<file path="src/rtl/cfg_guard_pkg.sv">
package cfg_guard_pkg;
  parameter int BYTE_W = 8;
  parameter int NIB_W = BYTE_W / 2;
  parameter logic [BYTE_W-1:0] CFG_WRITE_CODE = 8'hD2;
  parameter int BIT_APU = 0;
  parameter int BIT_SPU = 2;
  parameter int BIT_SPD = 3;

  typedef enum logic [1:0] {
    ST_IDLE  = 2'd0,
    ST_PARAM = 2'd1,
    ST_SKIP  = 2'd2
  } ctrlState_t;

  typedef struct packed {
    logic commit;
    logic clearRst;
    logic selCfg;
  } cfgStrobes_t;
endpackage

</file>
<file path="src/rtl/cfg_guard_ctrl.sv">
module cfg_guard_ctrl
  import cfg_guard_pkg::*;
#(
  parameter int W = BYTE_W,
  parameter logic [W-1:0] CODE = CFG_WRITE_CODE
) (
  input  logic         clk,
  input  logic         rstN,
  input  logic         byteValid,
  input  logic         byteIsCmd,
  input  logic [W-1:0] byteData,
  input  logic         lineBusy,
  output logic         ackValid,
  output logic         ackOk,
  output cfgStrobes_t  stb
);
  ctrlState_t state, nextState;
  logic ackNext, okNext;

  always_comb begin
    nextState = state;
    stb = '0;
    ackNext = 1'b0;
    okNext = 1'b0;
    if (byteValid) begin
      if (byteIsCmd) begin
        if (byteData == CODE) begin
          ackNext = 1'b1;
          okNext = !lineBusy;
          nextState = lineBusy ? ST_SKIP : ST_PARAM;
        end else begin
          nextState = ST_IDLE;
        end
      end else begin
        unique case (state)
          ST_PARAM: begin
            ackNext = 1'b1;
            okNext = 1'b1;
            stb.commit = 1'b1;
            stb.clearRst = 1'b1;
            stb.selCfg = 1'b1;
            nextState = ST_IDLE;
          end
          ST_SKIP: begin
            ackNext = 1'b1;
            nextState = ST_IDLE;
          end
          default: nextState = ST_IDLE;
        endcase
      end
    end
  end

  always_ff @(posedge clk) begin
    if (!rstN) begin
      state <= ST_IDLE;
      ackValid <= 1'b0;
      ackOk <= 1'b0;
    end else begin
      state <= nextState;
      ackValid <= ackNext;
      ackOk <= okNext;
    end
  end

  // a code that arrives while the engine is busy is answered with a not-acknowledge
  a_r4_busy_nack: assert property (@(posedge clk) disable iff (!rstN)
    (byteValid && byteIsCmd && byteData == CODE && lineBusy) |=> (ackValid && !ackOk));
  // foreign command codes stay silent
  a_r9_foreign_silent: assert property (@(posedge clk) disable iff (!rstN)
    (byteValid && byteIsCmd && byteData != CODE) |=> !ackValid);
  // every acknowledge answers a byte from the previous cycle
  a_r1_ack_after_byte: assert property (@(posedge clk) disable iff (!rstN)
    ackValid |-> $past(byteValid));
endmodule

</file>
<file path="src/rtl/cfg_guard_dp.sv">
module cfg_guard_dp
  import cfg_guard_pkg::*;
#(
  parameter int W = BYTE_W,
  localparam int NW = W / 2
) (
  input  logic         clk,
  input  logic         rstN,
  input  logic [W-1:0] byteData,
  input  cfgStrobes_t  stb,
  output logic [W-1:0] cfgRead,
  output logic         apuEn,
  output logic         spuEn,
  output logic         speedSel,
  output logic         readPtrCfg,
  output logic         rstStatus
);
  logic [NW-1:0] cfgReg;
  logic paramGood;

  assign paramGood = (byteData[W-1:NW] == ~byteData[NW-1:0]);

  always_ff @(posedge clk) begin
    if (!rstN) begin
      cfgReg <= '0;
      rstStatus <= 1'b1;
      readPtrCfg <= 1'b0;
    end else begin
      if (stb.commit && paramGood) cfgReg <= byteData[NW-1:0];
      if (stb.clearRst && paramGood) rstStatus <= 1'b0;
      if (stb.selCfg) readPtrCfg <= 1'b1;
    end
  end

  assign cfgRead = {{(W-NW){1'b0}}, cfgReg};
  assign apuEn = cfgReg[BIT_APU];
  assign spuEn = cfgReg[BIT_SPU];
  assign speedSel = cfgReg[BIT_SPD];

  // a parameter that fails the inverse check leaves the register alone
  a_r3_bad_param_holds: assert property (@(posedge clk) disable iff (!rstN)
    (stb.commit && !paramGood) |=> $stable(cfgRead));
  // a good commit drops the reset flag
  a_r5_rst_cleared: assert property (@(posedge clk) disable iff (!rstN)
    (stb.commit && paramGood) |=> !rstStatus);
  // the reset flag never comes back without reset
  a_r5_rst_sticky: assert property (@(posedge clk) disable iff (!rstN)
    !rstStatus |=> !rstStatus);
  // the pointer stays on the configuration register once moved
  a_r6_ptr_sticky: assert property (@(posedge clk) disable iff (!rstN)
    readPtrCfg |=> readPtrCfg);
endmodule

</file>
<file path="src/rtl/cfg_guard_top.sv">
module cfg_guard_top
  import cfg_guard_pkg::*;
#(
  parameter int W = BYTE_W
) (
  input  logic         clk,
  input  logic         rstN,
  input  logic         byteValid,
  input  logic         byteIsCmd,
  input  logic [W-1:0] byteData,
  input  logic         lineBusy,
  output logic         ackValid,
  output logic         ackOk,
  output logic [W-1:0] cfgRead,
  output logic         apuEn,
  output logic         spuEn,
  output logic         speedSel,
  output logic         readPtrCfg,
  output logic         rstStatus
);
  cfgStrobes_t stb;

  cfg_guard_ctrl #(.W(W)) i_ctrl (
    .clk(clk), .rstN(rstN), .byteValid(byteValid), .byteIsCmd(byteIsCmd),
    .byteData(byteData), .lineBusy(lineBusy), .ackValid(ackValid),
    .ackOk(ackOk), .stb(stb)
  );

  cfg_guard_dp #(.W(W)) i_dp (
    .clk(clk), .rstN(rstN), .byteData(byteData), .stb(stb),
    .cfgRead(cfgRead), .apuEn(apuEn), .spuEn(spuEn), .speedSel(speedSel),
    .readPtrCfg(readPtrCfg), .rstStatus(rstStatus)
  );
endmodule

</file>
<file path="config.mk">
export PLATFORM = sky130hd
export DESIGN_NAME = cfg_guard_top
export DESIGN_NICKNAME = d
export VERILOG_FILES = /design/src/rtl/cfg_guard_pkg.sv /design/src/rtl/cfg_guard_ctrl.sv /design/src/rtl/cfg_guard_dp.sv /design/src/rtl/cfg_guard_top.sv
export SDC_FILE = /design/constraint.sdc
export NUM_CORES = 1
export LEC_CHECK = 0
export ABC_CLOCK_PERIOD_IN_PS = 1750
export BUFFER_PORTS_ARGS = -buffer_cell sky130_fd_sc_hd__buf_4
export CAP_MARGIN = 20
export CELL_PAD_IN_SITES_DETAIL_PLACEMENT = 1
export CELL_PAD_IN_SITES_GLOBAL_PLACEMENT = 2
export CORE_UTILIZATION = 24
export CTS_BUF_LIST = sky130_fd_sc_hd__clkbuf_4 sky130_fd_sc_hd__clkbuf_8
export DETAILED_ROUTE_END_ITERATION = 10
export PLACE_DENSITY = 0.82
export SYNTH_ARGS = -nofsm -noshare
export SYNTH_HDL_FRONTEND = slang
export SYNTH_SLANG_ARGS = --single-unit
</file>
<file path="constraint.sdc">
create_clock -name clk -period 1.75 [get_ports clk]
set_input_delay 0.175 -clock clk [delete_from_list [all_inputs] [get_ports clk]]
set_output_delay 0.175 -clock clk [all_outputs]
set_load 0.02 [all_outputs]
</file>
# ---- After elaboration in Yosys (flattened, before gate mapping)
# Index checks and enable logic that the tools add are counted.
dict set report word_totals {
  reg_bits 10
  latchBits 0
  ramBits 0
  mem_bits_ro 0
  input_bits 13
  output_inout_bits 15
  wordCells 28
  memories 0
}
dict set report classes {
  add_sub_neg 0
  n_mul 0
  div_mod_pow 0
  magnitude_cmp 0
  n_eq_ne 4
  shifts 0
  n_mux 12
  n_bitwise 1
  n_reduce_logical 5
}
# operator count
set ops {}
lappend ops {{$mux 3} 3}
lappend ops {{$eq 8x8->1 const B} 1}
lappend ops {{$mux 1} 6}
lappend ops {{$mux 2} 3}
lappend ops {{$eq 4x4->1} 1}
lappend ops {{$not 4->4} 1}
lappend ops {{$eq 2x1->1 const B} 1}
lappend ops {{$eq 2x2->1 const B} 1}
lappend ops {{$logic_and 1x1->1} 2}
lappend ops {{$reduce_and 2->1} 1}
lappend ops {{$reduce_or 2->1} 1}
lappend ops {{$logic_not 1->1} 1}

# ---- Longest topological paths before layout
dict set report depth {
  depth_word 5
  mapped_depth 6
  depth_no_buf 6
}

# ---- By module
# From an unflattened synthesis, not the netlist that was laid out.
dict set report unflattened {
  hier_cells 60
  area_unflattened_um2 546.8
}
# module n_inst cells_per_inst area_each_um2 seq_area_each_um2
set modules_own_cells {}
lappend modules_own_cells {cfg_guard_dp 1 37 324.1 120.1}
lappend modules_own_cells {cfg_guard_ctrl 1 23 222.7 80.1}

# ---- Worst setup path after synthesis
# No wires, ideal clock.
dict set report synth_path {
  path_type {register to register}
  start {register i_ctrl.state[1]}
  end {register i_dp.cfgReg[0]}
  setup_time_ps 72
  t_arrival_ps 1205
  required_ps 1678
  path_slack_ps 473
  path_stages_with_launch 7
  n_path_buf 0
  synth_period_minus_slack_ps 1277
  cell_sequence {dfxtp_1 > inv_1 > ha_1 > and3b_1 > nand2_1 > nor4_4 > mux2i_1}
}
dict set report synth_between {
  elab_chain_cells 5
}
# item line_no
set synth_rtl {}
lappend synth_rtl {{start, declared} cfg_guard_ctrl.sv:17} ;# ctrlState_t state, nextState;
lappend synth_rtl {{start signal, assigned} cfg_guard_ctrl.sv:60} ;# state <= nextState;
lappend synth_rtl {{$eq 2x1->1} cfg_guard_ctrl.sv:35} ;# unique case (state)
lappend synth_rtl {{$mux 3} cfg_guard_ctrl.sv:35}
lappend synth_rtl {{$mux 3} cfg_guard_ctrl.sv:26} ;# if (byteIsCmd) begin
lappend synth_rtl {{$mux 3} cfg_guard_ctrl.sv:25} ;# if (byteValid) begin
lappend synth_rtl {{$logic_and 1x1->1} cfg_guard_dp.sv:29} ;# if (stb.commit && paramGood) cfgReg <= byteData[NW-1:0];
lappend synth_rtl {{end signal, assigned} cfg_guard_dp.sv:29}
lappend synth_rtl {{end, declared} cfg_guard_dp.sv:18} ;# logic [NW-1:0] cfgReg;
# Every way passes these cells.
# A chain may end at the register's enable or synchronous reset.

# ---- Final worst setup path
dict set report layout_path {
  start {register i_ctrl.state[1]}
  end {register i_dp.cfgReg[2]}
}
# Same word-level chain as after synthesis.

==> reports/qor.yml <==
outcome: "completed"
overflow: 0
synth_common_cells: "11 x nand2_1, 10 x dfxtp_1, 7 x buf_4, 4 x mux2i_1, 3 x xnor2_1"
initial_core_util_pct: 26.0
area_delta_synth_final_pct: 35.7
synth_cell_type_count: 23
cts_tree: "built"
skew_ns: 0.00522
grt_pass1_vias: 437
period_share_pct: 83.1
core_area_um2: 1980
die_h_um: 48.3
hold_buffers: 0
clock.fmax_mhz: 688
synthArstFlopShare_pct: 0
seq_area_um2: 200
drc: 0
fin_crit_ns: 1.45
layout-drive-gt1-share_pct: 36.7
clock_path_buffers: 2
holdWs_ns: 0.178
routedWlPerCell_um: 11.2
synth_most_common_cell: "nand2_1"
power_per_cell_area_nw_per_um2: 634
insertedDiodeCount: 0
worstReg2RegStart: "i_ctrl.state[1]$_SDFFE_PN0P_"
portBuffers: 23
place_hpwl_um: 969
grt_start_max_net_pins: 14
worstSetupPathType: "register to register"
worstSetupStartpointType: "register"
cts.repair.resized: 0
grt.total_usage_pct: 11.0
fill_cells: 243
setup_viol: 0
grt_pass1_wl_um: 1960
yosysTopAreaCell: "dfxtp_1"
cp-end-kind: "register"
cts_buffers: 3
yosysSeqAreaShare_pct: 38.8
hold_violations: 0
yosysWarningCount: 0
hold_path_startpoint: "rstN"
first_pass_iters: 3
dieWidth_um: 48.3
std_cell_rows: 16
drv_cap: 0
synth_area_um2: 515
min_path_type: "primary input to register"
path_max_fanout: 5
ant_nets: 0
layout.nets: 95
crit_arrival_ns: 1.64
post_cts_buffers: 0
synthFlopType: "dfxtp_1"
yosysTopAreaCellShare_pct: 38.8
synth_seq_cells: 10
cts_htree_levels: 1
cp.required_ns: 1.94
io-pin-count: 28
grt_use_met2_pct: 16.0
crit_start: "i_ctrl.state[1]$_SDFFE_PN0P_"
clock_latency_ns: 0.26
gp_congestion: 0.688
met3_usage_pct: 4.72
ys_top_cells_by_area: "dfxtp_1 39%, buf_4 10%, nand2_1 8.0%"
syn_avg_cell_area_um2: 8.89
ir_worst_vdd_uv: 298
cts_num_sinks: 10
antenna_found_initial: 0
synthCells: 58
die-area_um2: 2340
report.final.slew_viol_count: 0
dr.first_iter.drc_count: 10
clockRootBuffer: "clkbuf_4"
multi_input_area_um2: 263
vias: 454
clk_pin_slew_ns: 0.07
p_leak_nw: 0.307
tns_ns: 0
busiest_layer: "met2"
synth_edf_count: 0
wl_um: 1190
gr-usage-met1_pct: 13.4
vias_per_cell: 4.28
rsz0062_at_grt: "false"
==> worst paths after layout <==
kind	endpoint	slack (ns)	cells past startpoint
setup / recovery	i_dp.cfgReg[2]$_SDFFE_PN0P_	0.30	6
hold / removal	i_dp.rstStatus$_SDFFE_PN1P_	0.18	2
setup reg to reg	i_dp.cfgReg[2]$_SDFFE_PN0P_	0.30	6
hold reg to reg	i_dp.cfgReg[1]$_SDFFE_PN0P_	0.46	2
==> through the flow <==
stage,setup slack [ns],power (W),std cells,utilization (%),instance area [um2]
detailed placement,0.323,0.000293,103,34.2,677
finish,0.297,0.000444,106,35.3,699
global route,0.180,0.000463,106,35.3,699
global placement,0.371,0.000292,103,34.2,677
CTS,0.299,0.000450,106,35.3,699
floorplan,0.473,0.000268,61,-,527
==> power breakdown <==
group	switching [W]	leakage, nW	internal, W	total (W)
combinational	0.0000322	0.213	0.0000270	0.0000592
sequential	0.0000000173	0.0805	0.000228	0.000228
clock	0.0000776	0.0138	0.0000794	0.000157
total	0.000110	0.307	0.000334	0.000444
==> critical path, stage by stage, from the launching register on <==
cell and delay [ns]:
dfxtp_1 0.30, inv_1 0.06, ha_1 0.15, and3b_1 0.18, nand2_1 0.09, nor4_4 0.35
mux2i_1 0.25
==> kinds of logic after synthesis <==
kind of cell,after synthesis,share of synthesized area (%)
and+or+nand+nor,22,24.5
muxes,4,7.77
DFF,10,38.8
AOI/OAI and AO/OA,6,6.55
adders and majority gates,1,2.43
buffers and inverters,10,12.4
other,1,0.727
xor gates and xnor gates,4,6.80
==> layout by cell type, fill, tap and decap left out, types with 2 or more instances in the layout <==
master	instances
buf_4	23
a21oi_1	2
dfxtp_1	10
xnor2_1	3
nor2_1	2
or2_2	2
clkbuf_4	3
mux2i_1	4
nand2_1	11
conb_1	4
inv_1	2
o21ai_0	2
==> sequential cells by signal (all words and copies together) (netlist names) <==
register         cells
i_ctrl.ackOk         1
i_ctrl.ackValid      1
i_ctrl.state         2
i_dp.cfgReg          4
i_dp.readPtrCfg      1
i_dp.rstStatus       1
==> layer usage <==
layer  routed length (um)  share of wire [%]
met5                    0                  0
met4                   19                1.6
met3                   98                8.2
met2                  530                 45
met1                  543                 46
==> layout make-up <==
class | count | share of cell area, %
flip-flops and latches | 10 | 28.6
repair buffers | 23 | 24.7
clock buffers | 3 | 3.22
inverters | 2 | 1.07
well taps | 27 | 4.83
multi-input cells | 41 | 37.6
No activity file was read; power rests on OpenSTA's default activity.
